--- src/rtl/vsup_pkg.sv ---
package vsup_pkg;

  // register addresses
  localparam logic [1:0] ADDR_CTRL   = 2'd0;
  localparam logic [1:0] ADDR_LEVEL  = 2'd1;
  localparam logic [1:0] ADDR_SAMPLE = 2'd2;
  localparam logic [1:0] ADDR_MODE   = 2'd3;

  // field encodings that arm the detection path
  localparam logic [1:0] SAMPLE_DIRECT  = 2'b00;
  localparam logic [1:0] FUNC_INTERRUPT = 2'b00;

  typedef enum logic [1:0] {
    StIdle   = 2'd0,
    StSettle = 2'd1,
    StRun    = 2'd2
  } ctrlState_e;

  // strobes from the sequencer to the datapath
  typedef struct packed {
    logic live;      // configuration armed, outputs may show
    logic clear;     // wipe counter, ready, status, interrupt
    logic cntInc;    // advance settle counter
    logic loadInit;  // settle over: set ready, load status silently
    logic track;     // follow comparator and pulse on change
  } dpStrobes_t;

endpackage

--- src/rtl/vsup_regs.sv ---
module vsup_regs
  import vsup_pkg::*;
#(
  parameter int unsigned DATA_W  = 8,
  parameter int unsigned LEVEL_W = 4
) (
  input  logic               clk,
  input  logic               rstN,
  input  logic               wrEn,
  input  logic [1:0]         addr,
  input  logic [DATA_W-1:0]  wrData,
  input  logic               readyIn,
  input  logic               statusIn,
  output logic [DATA_W-1:0]  rdData,
  output logic               enable,
  output logic [LEVEL_W-1:0] level,
  output logic [1:0]         sampleMode,
  output logic [1:0]         opMode,
  output logic [1:0]         funcSel,
  output logic               armed
);

  logic unusedHiBits;
  assign unusedHiBits = ^wrData[DATA_W-1:LEVEL_W];

  always_ff @(posedge clk or negedge rstN) begin
    if (!rstN) begin
      enable     <= 1'b0;
      level      <= '0;
      sampleMode <= '0;
      opMode     <= '0;
      funcSel    <= '0;
    end else if (wrEn) begin
      unique case (addr)
        ADDR_CTRL:   enable     <= wrData[0];
        ADDR_LEVEL:  level      <= wrData[LEVEL_W-1:0];
        ADDR_SAMPLE: sampleMode <= wrData[1:0];
        ADDR_MODE: begin
          opMode  <= wrData[1:0];
          funcSel <= wrData[3:2];
        end
        default: ;
      endcase
    end
  end

  assign armed = enable && opMode[1] &&
                 (sampleMode == SAMPLE_DIRECT) &&
                 (funcSel == FUNC_INTERRUPT);

  always_comb begin
    rdData = '0;
    unique case (addr)
      ADDR_CTRL:   rdData[2:0] = {statusIn, readyIn, enable};
      ADDR_LEVEL:  rdData[LEVEL_W-1:0] = level;
      ADDR_SAMPLE: rdData[1:0] = sampleMode;
      ADDR_MODE:   rdData[3:0] = {funcSel, opMode};
      default:     rdData = '0;
    endcase
  end

endmodule

--- src/rtl/vsup_ctrl.sv ---
module vsup_ctrl
  import vsup_pkg::*;
(
  input  logic       clk,
  input  logic       rstN,
  input  logic       armed,
  input  logic       cntDone,
  output dpStrobes_t strobes
);

  ctrlState_e stateQ, stateD;

  always_ff @(posedge clk or negedge rstN) begin
    if (!rstN) stateQ <= StIdle;
    else       stateQ <= stateD;
  end

  always_comb begin
    stateD       = stateQ;
    strobes      = '0;
    strobes.live = armed;
    if (!armed) begin
      strobes.clear = 1'b1;
      stateD        = StIdle;
    end else begin
      unique case (stateQ)
        StIdle: begin
          strobes.clear = 1'b1;
          stateD        = StSettle;
        end
        StSettle: begin
          if (cntDone) begin
            strobes.loadInit = 1'b1;
            stateD           = StRun;
          end else begin
            strobes.cntInc = 1'b1;
          end
        end
        StRun: strobes.track = 1'b1;
        default: begin
          strobes.clear = 1'b1;
          stateD        = StIdle;
        end
      endcase
    end
  end

endmodule

--- src/rtl/vsup_datapath.sv ---
module vsup_datapath
  import vsup_pkg::*;
#(
  parameter int unsigned STAB_CYCLES = 16,
  parameter int unsigned SYNC_STAGES = 2
) (
  input  logic       clk,
  input  logic       rstN,
  input  logic       cmpIn,
  input  dpStrobes_t strobes,
  output logic       cntDone,
  output logic       readyOut,
  output logic       statusOut,
  output logic       irqOut
);

  localparam int unsigned CNT_W = (STAB_CYCLES > 1) ? $clog2(STAB_CYCLES) : 1;
  localparam logic [CNT_W-1:0] CNT_LAST = CNT_W'(STAB_CYCLES - 1);

  logic [SYNC_STAGES-1:0] syncQ;
  logic                   cmpSync;
  logic [CNT_W-1:0]       settleCnt;
  logic                   readyQ, statusQ, irqQ;

  // comparator synchronizer chain
  generate
    for (genvar i = 0; i < SYNC_STAGES; i++) begin : g_sync
      if (i == 0) begin : g_first
        always_ff @(posedge clk or negedge rstN) begin
          if (!rstN) syncQ[0] <= 1'b0;
          else       syncQ[0] <= cmpIn;
        end
      end else begin : g_next
        always_ff @(posedge clk or negedge rstN) begin
          if (!rstN) syncQ[i] <= 1'b0;
          else       syncQ[i] <= syncQ[i-1];
        end
      end
    end
  endgenerate

  assign cmpSync = syncQ[SYNC_STAGES-1];
  assign cntDone = (settleCnt == CNT_LAST);

  always_ff @(posedge clk or negedge rstN) begin
    if (!rstN) begin
      settleCnt <= '0;
      readyQ    <= 1'b0;
      statusQ   <= 1'b0;
      irqQ      <= 1'b0;
    end else if (strobes.clear) begin
      settleCnt <= '0;
      readyQ    <= 1'b0;
      statusQ   <= 1'b0;
      irqQ      <= 1'b0;
    end else begin
      if (strobes.cntInc) settleCnt <= settleCnt + 1'b1;
      if (strobes.loadInit) begin
        readyQ  <= 1'b1;
        statusQ <= cmpSync;
      end
      if (strobes.track) statusQ <= cmpSync;
      irqQ <= strobes.track && (statusQ != cmpSync);
    end
  end

  // outputs vanish the cycle the configuration is no longer armed
  assign readyOut  = readyQ  && strobes.live;
  assign statusOut = statusQ && strobes.live;
  assign irqOut    = irqQ    && strobes.live;

endmodule

--- src/rtl/vsup_irq_ctrl.sv ---
module vsup_irq_ctrl
  import vsup_pkg::*;
#(
  parameter int unsigned STAB_CYCLES = 16,
  parameter int unsigned SYNC_STAGES = 2,
  parameter int unsigned DATA_W      = 8,
  parameter int unsigned LEVEL_W     = 4
) (
  input  logic               clk,
  input  logic               rstN,
  input  logic               wrEn,
  input  logic [1:0]         addr,
  input  logic [DATA_W-1:0]  wrData,
  output logic [DATA_W-1:0]  rdData,
  input  logic               cmpIn,
  output logic               cmpEnable,
  output logic [LEVEL_W-1:0] levelSel,
  output logic               readyOut,
  output logic               underVolt,
  output logic               irqPulse
);

  dpStrobes_t strobes;
  logic       armed, cntDone;
  logic [1:0] sampleMode, opMode, funcSel;

  vsup_regs #(.DATA_W(DATA_W), .LEVEL_W(LEVEL_W)) u_regs (
    .clk       (clk),
    .rstN      (rstN),
    .wrEn      (wrEn),
    .addr      (addr),
    .wrData    (wrData),
    .readyIn   (readyOut),
    .statusIn  (underVolt),
    .rdData    (rdData),
    .enable    (cmpEnable),
    .level     (levelSel),
    .sampleMode(sampleMode),
    .opMode    (opMode),
    .funcSel   (funcSel),
    .armed     (armed)
  );

  vsup_ctrl u_ctrl (
    .clk    (clk),
    .rstN   (rstN),
    .armed  (armed),
    .cntDone(cntDone),
    .strobes(strobes)
  );

  vsup_datapath #(.STAB_CYCLES(STAB_CYCLES), .SYNC_STAGES(SYNC_STAGES)) u_dp (
    .clk      (clk),
    .rstN     (rstN),
    .cmpIn    (cmpIn),
    .strobes  (strobes),
    .cntDone  (cntDone),
    .readyOut (readyOut),
    .statusOut(underVolt),
    .irqOut   (irqPulse)
  );

endmodule

--- config.mk ---
export PLATFORM = sky130hd
export DESIGN_NAME = vsup_irq_ctrl
export DESIGN_NICKNAME = d
export VERILOG_FILES = /design/src/rtl/vsup_pkg.sv /design/src/rtl/vsup_regs.sv /design/src/rtl/vsup_ctrl.sv /design/src/rtl/vsup_datapath.sv /design/src/rtl/vsup_irq_ctrl.sv
export SDC_FILE = /design/constraint.sdc
export NUM_CORES = 1
export LEC_CHECK = 0
export BUFFER_PORTS_ARGS = -buffer_cell sky130_fd_sc_hd__buf_2
export CAP_MARGIN = 20
export CELL_PAD_IN_SITES_DETAIL_PLACEMENT = 0
export CELL_PAD_IN_SITES_GLOBAL_PLACEMENT = 2
export CORE_MARGIN = 1
export CORE_UTILIZATION = 30
export DETAILED_ROUTE_END_ITERATION = 7
export GPL_TIMING_DRIVEN = 0
export HOLD_SLACK_MARGIN = 0.05
export PLACE_DENSITY_LB_ADDON = 0.1
export SLEW_MARGIN = 20
export SYNTH_ARGS = -nofsm -noshare
export SYNTH_HDL_FRONTEND = slang
export SYNTH_SLANG_ARGS = --single-unit
--- constraint.sdc ---
create_clock -name clk -period 1.5 [get_ports clk]
set_input_delay 0.3 -clock clk [delete_from_list [all_inputs] [get_ports clk]]
set_output_delay 0.3 -clock clk [all_outputs]
set_load 0.02 [all_outputs]
# == Word level (Yosys, flattened, before mapping) ==
# Index checks and enable logic that the tools add are counted.
# totals
input_bits,14
reg_bits,22
# classes
n_addsub,1
eq_ne,9
reduce_logical,20
n_mux,21
# ops
cell,count
1-bit 2-to-1 mux,11
2-bit AND reduction,5
2-bit zero test,4
4-bit 2-to-1 mux,2
2-bit one-hot mux with 4 select lines,1
1-bit logical AND,7
"2-bit equality test, second input constant",3
2-bit 2-to-1 mux,3
2-bit one-hot mux with 3 select lines,1
"4-bit by 1-bit adder with 4-bit output, second input constant",1
"2-bit by 1-bit equality test with 1-bit output, second input constant",2
"4-bit equality test, second input constant",1
2-bit nonzero test,2
3-bit 2-to-1 mux,1
"3-bit inequality test, second input constant",1
1-bit one-hot mux with 3 select lines,1
3-bit nonzero test,1
"2-bit inequality test, second input constant",1
1-bit one-hot mux with 2 select lines,1
2-bit OR reduction,1
1-bit inequality test,1

# == Depth between registers and ports, before layout ==
# logic_depth
ltp_word,7
mapped_depth,5
mapped_depth_nobuf,5

# == Hierarchy ==
# A second synthesis with hierarchy kept.
# unflattened
cells_unflattened,95
area_unflattened_um2,1164.9
# by_module_without_submodules
mod,seq_area_each_um2,area_each_um2,instances,cells_per_inst
vsup_regs,275.3,593.1,1,42
vsup_datapath,225.2,386.6,1,33
vsup_ctrl,50.0,185.2,1,20

# == Worst setup path after synthesis ==
# OpenSTA, ideal clock, no wires.
# synth_timing
path_kind,register to output
from,register u_regs.enable
to,output rdData[1]
slack_ns,-0.261
t_arrival_ns,1.461
required_time_ns,1.200
path_stages_with_launch,4
cell_sequence,dfrtp_1 -> nor2b_1 -> and3_4 -> mux4_1
# synth_via
elab_chain_len,5
# synth_rtl
item,line_no,rtl
start: declaration,vsup_regs.sv:15,"output logic enable,"
start signal: assignment,vsup_regs.sv:35,ADDR_CTRL: enable <= wrData[0];
1-bit logical AND (2 in series),vsup_regs.sv:47,assign armed = enable && opMode[1] &&
1-bit logical AND,vsup_regs.sv:48,(sampleMode == SAMPLE_DIRECT) &&
1-bit logical AND,vsup_datapath.sv:68,assign readyOut = readyQ && strobes.live;
net readyOut,vsup_irq_ctrl.sv:18,"output logic readyOut,"
2-bit one-hot mux with 4 select lines,vsup_regs.sv:53,unique case (addr)
end: declaration,vsup_irq_ctrl.sv:14,"output logic [DATA_W-1:0] rdData,"
# The timed path passes the listed nets, and every way through them passes these cells.

# == Worst setup path after layout ==
# layout_timing
from,register u_regs.enable
to,output rdData[1]
# layout_via
elab_chain_len,5
# layout_rtl
item,line_no
1-bit logical AND (2 in series),vsup_regs.sv:47
1-bit logical AND,vsup_regs.sv:48
1-bit logical AND,vsup_datapath.sv:68
2-bit one-hot mux with 4 select lines,vsup_regs.sv:53
# Every way passes these cells.

==> results.yml <==
detailed_routing:
  vias_per_cell: 4.654
  ant_nets: 0
  drt_iter0_drc: 18
  drt_wl_total_um: 2389
  drt-wirelength-per-cell_um: 13.13
  drc: 0
  first_pass_iters: 3
  vias: 847
global_route:
  antenna_found_initial: 0
  grt_util_all_layers_pct: 12.88
  grt_max_degree: 23
  first_global_vias: 845
  grt-ovfl-total: 0
  grt_pass1_wl_um: 3974
timing:
  hold_slack_ns: 0.1355
  min_period_over_period_pct: 125.5
  tns_ns: -1.797
  setup_viol: 6
  grt_setup_unrepaired: "yes"
  drv_slew: 0
  finalHoldViolCount: 0
  fin_worst_skew_ns: 0.002284
  worst_slack_ns: -0.3819
  relSlewSlack_pct: 64.58
  layout_min_cycle_time_ns: 1.882
  fmax_ghz: 0.5314
  worst_slew_pin_slew_ns: 0.5313
floorplanning:
  num_rows: 22
  ioPinCount: 30
  initial_utilization_pct: 31.27
  die_w_um: 63.78
  die_h_um: 63.78
  core_area_um2: 3661
  dieArea_um2: 4067
worst_setup_path:
  crit_type: "reg2out"
  start_kind: "register"
  endpoint_kind: "output pin"
  cp_max_fo: 2
  path_cells: "nor2b_4 > and3_4 > mux4_2 > buf_6"
  worstPathArrival_ns: 1.58
  cp_data_required_time_ns: 1.20
  critPathMaxStageDelay_ns: 0.47
  cp_slowest_cell: "mux4_2"
logic_synthesis:
  yosys_warnings: 0
  synth_top_area_share_pct: 48.09
  synth_area_leader_cell: "dfrtp_1"
  ys_types: 35
  seq_area_frac_synth_pct: 48.09
  synth_area_um2: 1145
  yosys_register_bits: 22
  synth_edf_count: 0
  ys_top_cells_by_area: "dfrtp_1 48%, mux2_2 11%, ha_1 4.4%, buf_4 2.6%, nand3b_1 2.6%"
  async_flop_share_pct: 100.0
  avgSynthCellArea_um2: 12.05
  syn_inst: 95
  ys.flop_type: "dfrtp_1"
cts:
  htreeDepth: 1
  cts_tree: "built"
  clock_latency_ns: 0.26
  cts_root_buf: "clkbuf_8"
  cts_buffer_depth: 2
  numCtsBuffers: 3
  clkSinkCount: 22
  clkSlewWorstSetupHoldPaths_ns: 0.08
min_path:
  hold_class: "in2reg"
pwr:
  finalPower_w: 0.001658
  p_per_area_nw_per_um2: 1042
  peakVddDrop_v: 0.0004493
  p_leak_nw: 0.7233
final_layout:
  final_core_util_pct: 43.47
  insertedDiodeCount: 0
  layout-drive-gt1-share_pct: 51.49
  fin_area_um2: 1592
  synthToLayoutAreaGrowth_pct: 39.02
  num-fill-cells: 364
  layout.nets: 153
outcome:
  status: "finished with violations"
  failed_checks: "setup timing"
placement:
  place_congestion: 0.7077
  hpwlAfterDp_um: 1643
  portBuffers: 19
  post_dp_cell_area_um2: 1316
run:
  drv_cap: 0
==> layer usage <==
metal	track usage [%]	wire, µm	vias up
met3	2.321	76	4
met4	5.114	33	0
met5	0	0	-
met2	20.08	1103	18
met1	17.55	1176	415
li1	-	-	410
==> critical path: cells and delay by family (launching register included) <==
kind	cells	cell delay, ns
and+or+nand+nor	2	0.29
buffers and inverters	1	0.15
DFF	1	0.42
muxes	1	0.47
==> worst paths after layout <==
path,end,slack (ns),cells past startpoint,start
max,rdData[1],-0.38,4,u_regs.enable$_DFFE_PN0P_
min reg2reg,u_dp.cmpSync$_DFF_PN0_,0.35,0,u_dp.syncQ[0]$_DFF_PN0_
max reg2reg,u_dp.settleCnt[2]$_DFFE_PN0P_,0.03,6,u_regs.sampleMode[1]$_DFFE_PN0P_
min,u_dp.syncQ[0]$_DFF_PN0_,0.14,1,cmpIn
max in group asynchronous,u_regs.enable$_DFFE_PN0P_,0.57,2,rstN
min in group asynchronous,u_regs.level[2]$_DFFE_PN0P_,0.54,2,rstN
==> flip-flops by register name, summed over array words and instances (netlist names), 2 cells and up <==
register           count
u_ctrl.stateQ          2
u_dp.settleCnt         4
u_regs.funcSel         2
u_regs.level           4
u_regs.opMode          2
u_regs.sampleMode      2
==> cell usage after synthesis (all sizes together), types with 2 or more instances <==
master,count
dfrtp,22
mux2,11
buf,6
a21oi,5
and3,5
ha,4
inv,4
nand3,4
nand3b,4
nor2,4
mux2i,2
mux4,2
nand2,2
nor2b,2
nor3,2
o21ai,2
==> power by group <==
part	internal [W]	switching, W
Clock	0.000356	0.000201
Sequential	0.000654	0.0000495
Combinational	0.000214	0.000184
Total	0.00122	0.000434
==> stage by stage <==
step / setup WS [ns] / std cells
after floorplan: -0.1437 / 98
after global placement: -0.2753 / 165
after detailed placement: -0.2782 / 165
after CTS: -0.3850 / 179
after global routing: -0.4492 / 182
final: -0.3819 / 182
==> layout by cell type, fill, tap and decap left out, types with 2 or more instances in the layout <==
master	instances
buf_6	9
and3_1	2
nand3_1	3
buf_4	14
a21oi_1	3
conb_1	4
nand3b_1	4
nor2_1	4
clkbuf_8	3
dfrtp_1	21
nand2_1	2
mux2_2	11
mux2i_1	2
a21oi_2	2
ha_2	2
mux4_2	2
buf_2	14
o21ai_0	2
and3_4	3
inv_1	4
==> kinds of logic (layout without fill, tap and decap cells) <==
kind of cell    Yosys count  after routing  share of synthesized area [%]
xor+xnor                  1              1                         0.7652
mux                      15             15                          16.83
flops                    22             22                          48.09
compound gates           12             12                          6.667
buf+inv                  10             46                          4.808
fa+ha+maj                 4              4                          4.372
simple gates             30             30                          18.14
other cells               1              4                         0.3276
==> cell type report <==
class                   count  area, µm²  area share [%]
multi-input cells          66      606.8           38.13
flip-flops and latches     22      551.8           34.67
repair buffers             32      246.5           15.49
well taps                  48      60.06           3.774
clock buffers               3      41.29           2.594
plain buffers               6      40.04           2.516
clock inverters             1      30.03           1.887
inverters                   4      15.01          0.9434
==> what timing repair did <==
item	4_1_cts	5_1_grt
setup buffers	9	3
setup endpoints to repair	7	12
pin swaps	3	3
hold buffers	1	0
endpoints found under the hold margin	22	0
resized for setup	15	13
No activity file was read; power rests on OpenSTA's default activity.
